File: config.mk
export PLATFORM = sky130hd
export DESIGN_NAME = eeprom_status_guard
export DESIGN_NICKNAME = d
export VERILOG_FILES = /design/src/rtl/eeprom_guard_pkg.sv /design/src/rtl/eeprom_guard_ctrl.sv /design/src/rtl/eeprom_guard_dp.sv /design/src/rtl/eeprom_status_guard.sv
export SDC_FILE = /design/constraint.sdc
export NUM_CORES = 1
export LEC_CHECK = 0
export BUFFER_PORTS_ARGS = -buffer_cell sky130_fd_sc_hd__buf_2
export CAP_MARGIN = 20
export CORE_AREA = 2 2 39 41
export DETAILED_ROUTE_END_ITERATION = 12
export DIE_AREA = 0 0 41 43
export GPL_ROUTABILITY_DRIVEN = 0
export MAX_ROUTING_LAYER = met4
export PLACE_DENSITY_LB_ADDON = 0.12
export SLEW_MARGIN = 20
export SYNTH_ARGS = -nofsm -noshare
export SYNTH_HDL_FRONTEND = slang
export SYNTH_HIERARCHICAL = 1
export SYNTH_SLANG_ARGS = --single-unit
File: constraint.sdc
create_clock -name clk -period 1.5 [get_ports clk]
set_input_delay 0.15 -clock clk [delete_from_list [all_inputs] [get_ports clk]]
set_output_delay 0.15 -clock clk [all_outputs]
set_load 0.01 [all_outputs]
File: src/rtl/eeprom_guard_pkg.sv
package eeprom_guard_pkg;

  typedef struct packed {
    logic setWel;
    logic clearWel;
    logic loadStatus;
    logic permitArray;
  } ctrlStrobes_t;

  localparam int STATUS_W = 8;

endpackage

File: src/rtl/eeprom_guard_ctrl.sv
module eeprom_guard_ctrl
  import eeprom_guard_pkg::*;
(
  input  logic         cmdSetEnable,
  input  logic         cmdClearEnable,
  input  logic         cmdStatusWrite,
  input  logic         cmdArrayWrite,
  input  logic         engineBusy,
  input  logic         wpN,
  input  logic         welQ,
  input  logic         lockQ,
  input  logic         addrProtected,
  output ctrlStrobes_t strb
);

  logic idle;
  logic anyClear;
  logic hwLocked;

  always_comb begin
    idle     = !engineBusy;
    anyClear = cmdClearEnable | cmdStatusWrite | cmdArrayWrite;
    hwLocked = lockQ & !wpN;

    strb.setWel      = idle & cmdSetEnable & !anyClear;
    strb.clearWel    = idle & anyClear;
    strb.loadStatus  = idle & cmdStatusWrite & welQ & !hwLocked;
    strb.permitArray = idle & cmdArrayWrite & welQ & !addrProtected;
  end

endmodule

File: src/rtl/eeprom_guard_dp.sv
module eeprom_guard_dp
  import eeprom_guard_pkg::*;
#(
  parameter int ADDR_W = 13
) (
  input  logic                clk,
  input  logic                rstN,
  input  ctrlStrobes_t        strb,
  input  logic                newLock,
  input  logic [1:0]          newBp,
  input  logic [ADDR_W-1:0]   writeAddr,
  input  logic                engineBusy,
  output logic                welQ,
  output logic                lockQ,
  output logic                addrProtected,
  output logic [STATUS_W-1:0] statusByte
);

  localparam int TOP = ADDR_W - 1;

  logic [1:0] bpQ;
  logic       topQuarter;
  logic       topHalf;

  always_ff @(posedge clk or negedge rstN) begin
    if (!rstN) begin
      welQ <= 1'b0;
    end else if (strb.clearWel) begin
      welQ <= 1'b0;
    end else if (strb.setWel) begin
      welQ <= 1'b1;
    end
  end

  always_ff @(posedge clk or negedge rstN) begin
    if (!rstN) begin
      lockQ <= 1'b0;
      bpQ   <= 2'b00;
    end else if (strb.loadStatus) begin
      lockQ <= newLock;
      bpQ   <= newBp;
    end
  end

  always_comb begin
    topHalf    = writeAddr[TOP];
    topQuarter = writeAddr[TOP] & writeAddr[TOP-1];
    unique case (bpQ)
      2'b00:   addrProtected = 1'b0;
      2'b01:   addrProtected = topQuarter;
      2'b10:   addrProtected = topHalf;
      default: addrProtected = 1'b1;
    endcase
  end

  assign statusByte = {lockQ, 3'b000, bpQ, welQ, engineBusy};

endmodule

File: src/rtl/eeprom_status_guard.sv
module eeprom_status_guard
  import eeprom_guard_pkg::*;
#(
  parameter int ADDR_W = 13
) (
  input  logic              clk,
  input  logic              rstN,
  input  logic              cmdSetEnable,
  input  logic              cmdClearEnable,
  input  logic              cmdStatusWrite,
  input  logic [7:0]        statusDataIn,
  input  logic              cmdArrayWrite,
  input  logic [ADDR_W-1:0] writeAddr,
  input  logic              wpN,
  input  logic              engineBusy,
  output logic [7:0]        statusByte,
  output logic              arrayWritePermit,
  output logic              statusWritePermit
);

  ctrlStrobes_t strb;
  logic         welQ;
  logic         lockQ;
  logic         addrProtected;
  logic [4:0]   unusedDataBits;

  assign unusedDataBits = {statusDataIn[6:4], statusDataIn[1:0]};

  eeprom_guard_ctrl u_ctrl (
    .cmdSetEnable  (cmdSetEnable),
    .cmdClearEnable(cmdClearEnable),
    .cmdStatusWrite(cmdStatusWrite),
    .cmdArrayWrite (cmdArrayWrite),
    .engineBusy    (engineBusy),
    .wpN           (wpN),
    .welQ          (welQ),
    .lockQ         (lockQ),
    .addrProtected (addrProtected),
    .strb          (strb)
  );

  eeprom_guard_dp #(.ADDR_W(ADDR_W)) u_dp (
    .clk          (clk),
    .rstN         (rstN),
    .strb         (strb),
    .newLock      (statusDataIn[7]),
    .newBp        (statusDataIn[3:2]),
    .writeAddr    (writeAddr),
    .engineBusy   (engineBusy),
    .welQ         (welQ),
    .lockQ        (lockQ),
    .addrProtected(addrProtected),
    .statusByte   (statusByte)
  );

  assign arrayWritePermit  = strb.permitArray;
  assign statusWritePermit = strb.loadStatus;

endmodule

# Word level (Yosys, flattened, before mapping)
# Index checks and enable logic that the tools add are counted.
# Widths: inputs -> output; s select.
[classes]
n_eq_ne = 2
n_mux = 3
bitwise = 13
n_reduce_logical = 7
[ops]
columns = ["operator", "n"]
rows = [
  ["$and 1x1->1", 11],
  ["$logic_not 1->1", 5],
  ["$pmux 1 s3", 1],
  ["$eq 2x1->1 const B", 1],
  ["$eq 2x2->1 const B", 1],
  ["$logic_not 2->1", 1],
  ["$mux 1", 2],
  ["$or 1x1->1", 2],
  ["$reduce_bool 2->1", 1],
]
[word_totals]
register_bits = 4
in_bits = 29
output_inout_bits = 10
elab_cells = 28

# Logic depth before layout (Yosys ltp)
[logic_depth]
ltp_word = 6
depth_mapped = 4
depth_no_buf = 4

# Cells and area by module
# The synthesis kept the hierarchy.
[by_module_without_submodules]
columns = ["module", "n_inst", "cells_per_inst", "area_each_um2", "seq_area_each_um2"]
rows = [
  ["eeprom_guard_dp", 1, 19, 203.9, 100.1],
  ["eeprom_guard_ctrl", 1, 7, 51.3, 0.0],
]

# Worst setup path before layout
# OpenSTA, ideal clock, no wires.
[synth_path]
path_type = "flip-flop to flip-flop"
from = "register u_dp.welQ"
to = "register u_dp.bpQ[0]"
setup_ps = 125
t_arrival_ps = 1155
required_time_ps = 1375
slack_ps = 220
stages_incl_launch_ff = 4
n_path_buf = 0
period_less_slack_ps = 1280
cell_sequence = "dfrtp_1 nand3b_1 a21oi_1 mux2_2"
[synth_between]
elab_chain_cells = 2
[synth_lines]
columns = ["element", "line", "text"]
rows = [
  ["start: declaration", "eeprom_guard_dp.sv:13", "output logic welQ,"],
  ["start signal: assignment", "eeprom_guard_dp.sv:27", "welQ <= 1'b0;"],
  ["start signal: assignment", "eeprom_guard_dp.sv:29", "welQ <= 1'b0;"],
  ["start signal: assignment", "eeprom_guard_dp.sv:31", "welQ <= 1'b1;"],
  ["$and 1x1->1 (2 in series)", "eeprom_guard_ctrl.sv:27", "strb.loadStatus = idle & cmdStatusWrite & welQ & !hwLocked;"],
  ["via statusWritePermit", "eeprom_status_guard.sv:18", "output logic statusWritePermit"],
  ["end signal: assignment", "eeprom_guard_dp.sv:41", "bpQ <= newBp;"],
  ["end: declaration", "eeprom_guard_dp.sv:21", "logic [1:0] bpQ;"],
]
# The timed path passes the listed nets, and every way through them passes these cells.
# A chain may end at the register's enable or synchronous reset.

# Worst setup path after layout
[layout_path]
from = "register u_dp.bpQ[0]"
to = "output port arrayWritePermit"
[layout_between]
elab_chain_cells = 4
elab_cells_between_ends = 6
classes_between = "eq/ne (2); mux (1); bitwise (1); reduce/logical (2)"
[layout_lines]
columns = ["element", "line", "text"]
rows = [
  ["$eq 2x2->1, or another cell as far along", "eeprom_guard_dp.sv:48", "unique case (bpQ)"],
  ["$pmux 1 s3 *", "eeprom_guard_dp.sv:48", ""],
  ["via addrProtected", "eeprom_status_guard.sv:24", "logic addrProtected;"],
  ["$logic_not 1->1 *", "eeprom_guard_ctrl.sv:28", "strb.permitArray = idle & cmdArrayWrite & welQ & !addrProtected;"],
  ["$and 1x1->1 *", "eeprom_guard_ctrl.sv:28", ""],
  ["end: declaration", "eeprom_status_guard.sv:17", "output logic arrayWritePermit,"],
]
# The timed path passes the listed nets; every way through them passes the cells marked *.

==> results.json <==
{
  "peakVddDrop_uv": 369,
  "mostFrequentLayoutCell": "sky130_fd_sc_hd__buf_2",
  "layout-area-overhead-vs-synth_pct": 44.6,
  "htree_num_levels": 1,
  "postCtsSetupRepairBufs": 0,
  "max-cap-violations": 0,
  "min_period_over_period_pct": 92.5,
  "overflow": 0,
  "total_power_uw": 346,
  "die_width_um": 41,
  "r2r_cells": 3,
  "core_um2": 1380,
  "via_count": 237,
  "worst-path-buf-inv": 1,
  "clock-sinks": 4,
  "fin_util_pct": 26.7,
  "final.setup.tns_ns": 0,
  "min_path_type": "in -> reg",
  "type_of_the_setup_path_with_the_least_slack": "reg -> out",
  "worst_ep_arrival_time_ns": 1.24,
  "worst_slack_at_placement_ns": 0.204,
  "grt_first_pass_wirelength_um": 814,
  "cell_area_synth_um2": 255,
  "via_per_inst": 3.89,
  "worstSkewPairLatency_ns": 0.23,
  "cts_tree": "built",
  "timing.critical_path.to_type": "primary output",
  "final-setup-viol-count": 0,
  "detailed_place_hpwl_um": 486,
  "cts_inserted_buffers": 3,
  "timing.final.hold_violations": 0,
  "synth_sequential_area_ratio_pct": 39.2,
  "layout_common_cells": "sky130_fd_sc_hd__buf_2 (19), sky130_fd_sc_hd__dfrtp_1 (4)",
  "routedWlPerCell_um": 9.18,
  "netlist.area_leader.share_pct": 39.2,
  "slowest_delay_ns": 0.39,
  "ant_nets": 0,
  "fp.dieH_um": 43,
  "comb_power_share_pct": 22.6,
  "grt_max_degree": 6,
  "final_period_minus_worst_setup_slack_ns": 1.39,
  "fmaxAchievable_ghz": 0.721,
  "root_buffer": "sky130_fd_sc_hd__clkbuf_4",
  "clock_tree.buffer_depth": 2,
  "grtUsageTotal_pct": 7.34,
  "antenna-diode-count": 0,
  "power_frac_clock_pct": 37.5,
  "drive_above_1_share_pct": 62.2,
  "worstPathRequired_ns": 1.35,
  "netlist-cell-type-count": 14,
  "final_critical_path_setup_slack_ns": 0.113,
  "critical_path.startpoint_type": "register",
  "initial_utilization_pct": 18.4,
  "critical_register_to_register_path_startpoint": "u_dp/welQ",
  "clock_skew_ns": 0.00311,
  "min_to": "u_dp/bpQ[0]",
  "status": "completed",
  "p_int_uw": 257,
  "placementRows": 14,
  "detail_route.wirelength_um": 560,
  "switching_share_pct": 25.7,
  "detailedRoute.firstIterationViolations": 3,
  "power.net_switching_uw": 89.0,
  "post_synth_inst_count": 26,
  "first_global_vias": 228,
  "power_density_nw_per_um2": 937,
  "ioPinCount": 39,
  "ys_ff_latch": 4,
  "grt_setup_unrepaired": "no",
  "timing.critical_path.cells": "o21ai_0 > nand2_1 > and4bb_2 > buf_2",
  "cp_max_fo": 4,
  "number_of_antenna_violations_at_the_first_check_in_global_routing": 0,
  "ys_top_cells_by_area": "sky130_fd_sc_hd__dfrtp_1 (39%), sky130_fd_sc_hd__buf_4 (18%), sky130_fd_sc_hd__mux2_2 (13%)",
  "cts.clk_slew.worst_paths_ns": 0.03,
  "timing_max_transition_violations_final": 0,
  "yosysWarningCount": 6,
  "drt-pass1-iter-count": 2,
  "worst_hold_startpoint": "statusDataIn[2]",
  "timing.critical_path.max_delay_family": "flip-flops",
  "yosys.area.top_type": "sky130_fd_sc_hd__dfrtp_1",
  "leakage_uw": 0.000212,
  "cp_slowest_cell": "sky130_fd_sc_hd__dfrtp_1",
  "design.final.nets": 76,
  "die-area_um2": 1760,
  "port_buffers": 19,
  "synth_area_per_cell_um2": 9.82,
  "rr_endpoint": "u_dp/bpQ[1]",
  "ff2ff_setup_slack_ns": 0.30,
  "sequentialPowerShare_pct": 39.9,
  "hold_path_depth": 2,
  "drc": 0
}
[registers in the layout, summed over array words and instances, names as in the netlist]
register	count
u_dp/bpQ	2
u_dp/lockQ	1
u_dp/welQ	1
[worst max path at each step]
stage	startpoint	to	slack, ns	depth (start not counted)
3_5_place_dp	u_dp/welQ	u_dp/bpQ[1]	0.20	3
4_1_cts	u_dp/welQ	statusWritePermit	0.09	3
3_3_place_gp	u_dp/welQ	u_dp/lockQ	0.23	3
6_report	u_dp/bpQ[0]	arrayWritePermit	0.11	4
5_1_grt	u_dp/bpQ[0]	arrayWritePermit	0.03	4
2_1_floorplan	u_dp/welQ	u_dp/bpQ[0]	0.22	3
[metal layers]
| layer | GRT usage [%] | vias up | share of wire [%] |
|---|---|---|---|
| met4 | 6.00 | 0 | 0 |
| met5 | - | - | 0 |
| met2 | 10.6 | 12 | 50 |
| met1 | 7.19 | 108 | 36 |
| met3 | 3.14 | 0 | 14 |
| li1 | - | 117 | - |
[timing repair]
item / 4_1_cts / 5_1_grt
resized for setup: 0 / 1
hold endpoints to repair: 4 / 0
hold buffers: 1 / 0
setup endpoints to repair: 0 / 1
[kinds of logic after synthesis]
logic type | Yosys count | share of synthesized area [%]
AO/OA/AOI/OAI | 2 | 3.92
AND/OR/NAND/NOR | 9 | 23.0
multiplexers | 3 | 13.2
flip-flops | 4 | 39.2
buffers and inverters | 7 | 19.1
other | 1 | 1.47
[metrics by stage]
step / instance area (µm²) / cells / hold slack, ns
2_1_floorplan: 263 / 28 / -0.146
3_3_place_gp: 333 / 57 / -0.0419
3_5_place_dp: 333 / 57 / -0.0406
4_1_cts: 365 / 61 / 0.143
5_1_grt: 369 / 61 / 0.142
6_report: 369 / 61 / 0.152
[power groups by stage]
| stage | clock, µW | sequential (µW) | combinational, µW |
|---|---|---|---|
| floorplan | 0 | 142 | 47.3 |
| global placement | 0 | 138 | 76.3 |
| detailed placement | 0 | 139 | 76.7 |
| CTS | 137 | 137 | 78.8 |
| global route | 147 | 141 | 85.9 |
| finish | 130 | 138 | 78.2 |
[synth_stat cells]
cell type / count
sky130_fd_sc_hd__nand2_1: 1
sky130_fd_sc_hd__mux2_2: 3
sky130_fd_sc_hd__conb_1: 1
sky130_fd_sc_hd__a21oi_1: 1
sky130_fd_sc_hd__inv_1: 1
sky130_fd_sc_hd__nand3_1: 1
sky130_fd_sc_hd__dfrtp_1: 4
sky130_fd_sc_hd__and3b_1: 1
sky130_fd_sc_hd__o21ai_0: 1
sky130_fd_sc_hd__and4bb_2: 1
sky130_fd_sc_hd__nor3_2: 1
sky130_fd_sc_hd__nand3b_1: 1
sky130_fd_sc_hd__nor2_1: 3
sky130_fd_sc_hd__buf_4: 6
[final cells by class]
cell class	instances	area [µm²]
fillers	160	1010
multi-input cells	17	118
inverters	1	3.75
flip-flops and latches	4	100
repair buffers	20	105
clock buffers	3	22.5
well taps	16	20.0
Power figures use the tool's default switching activity.
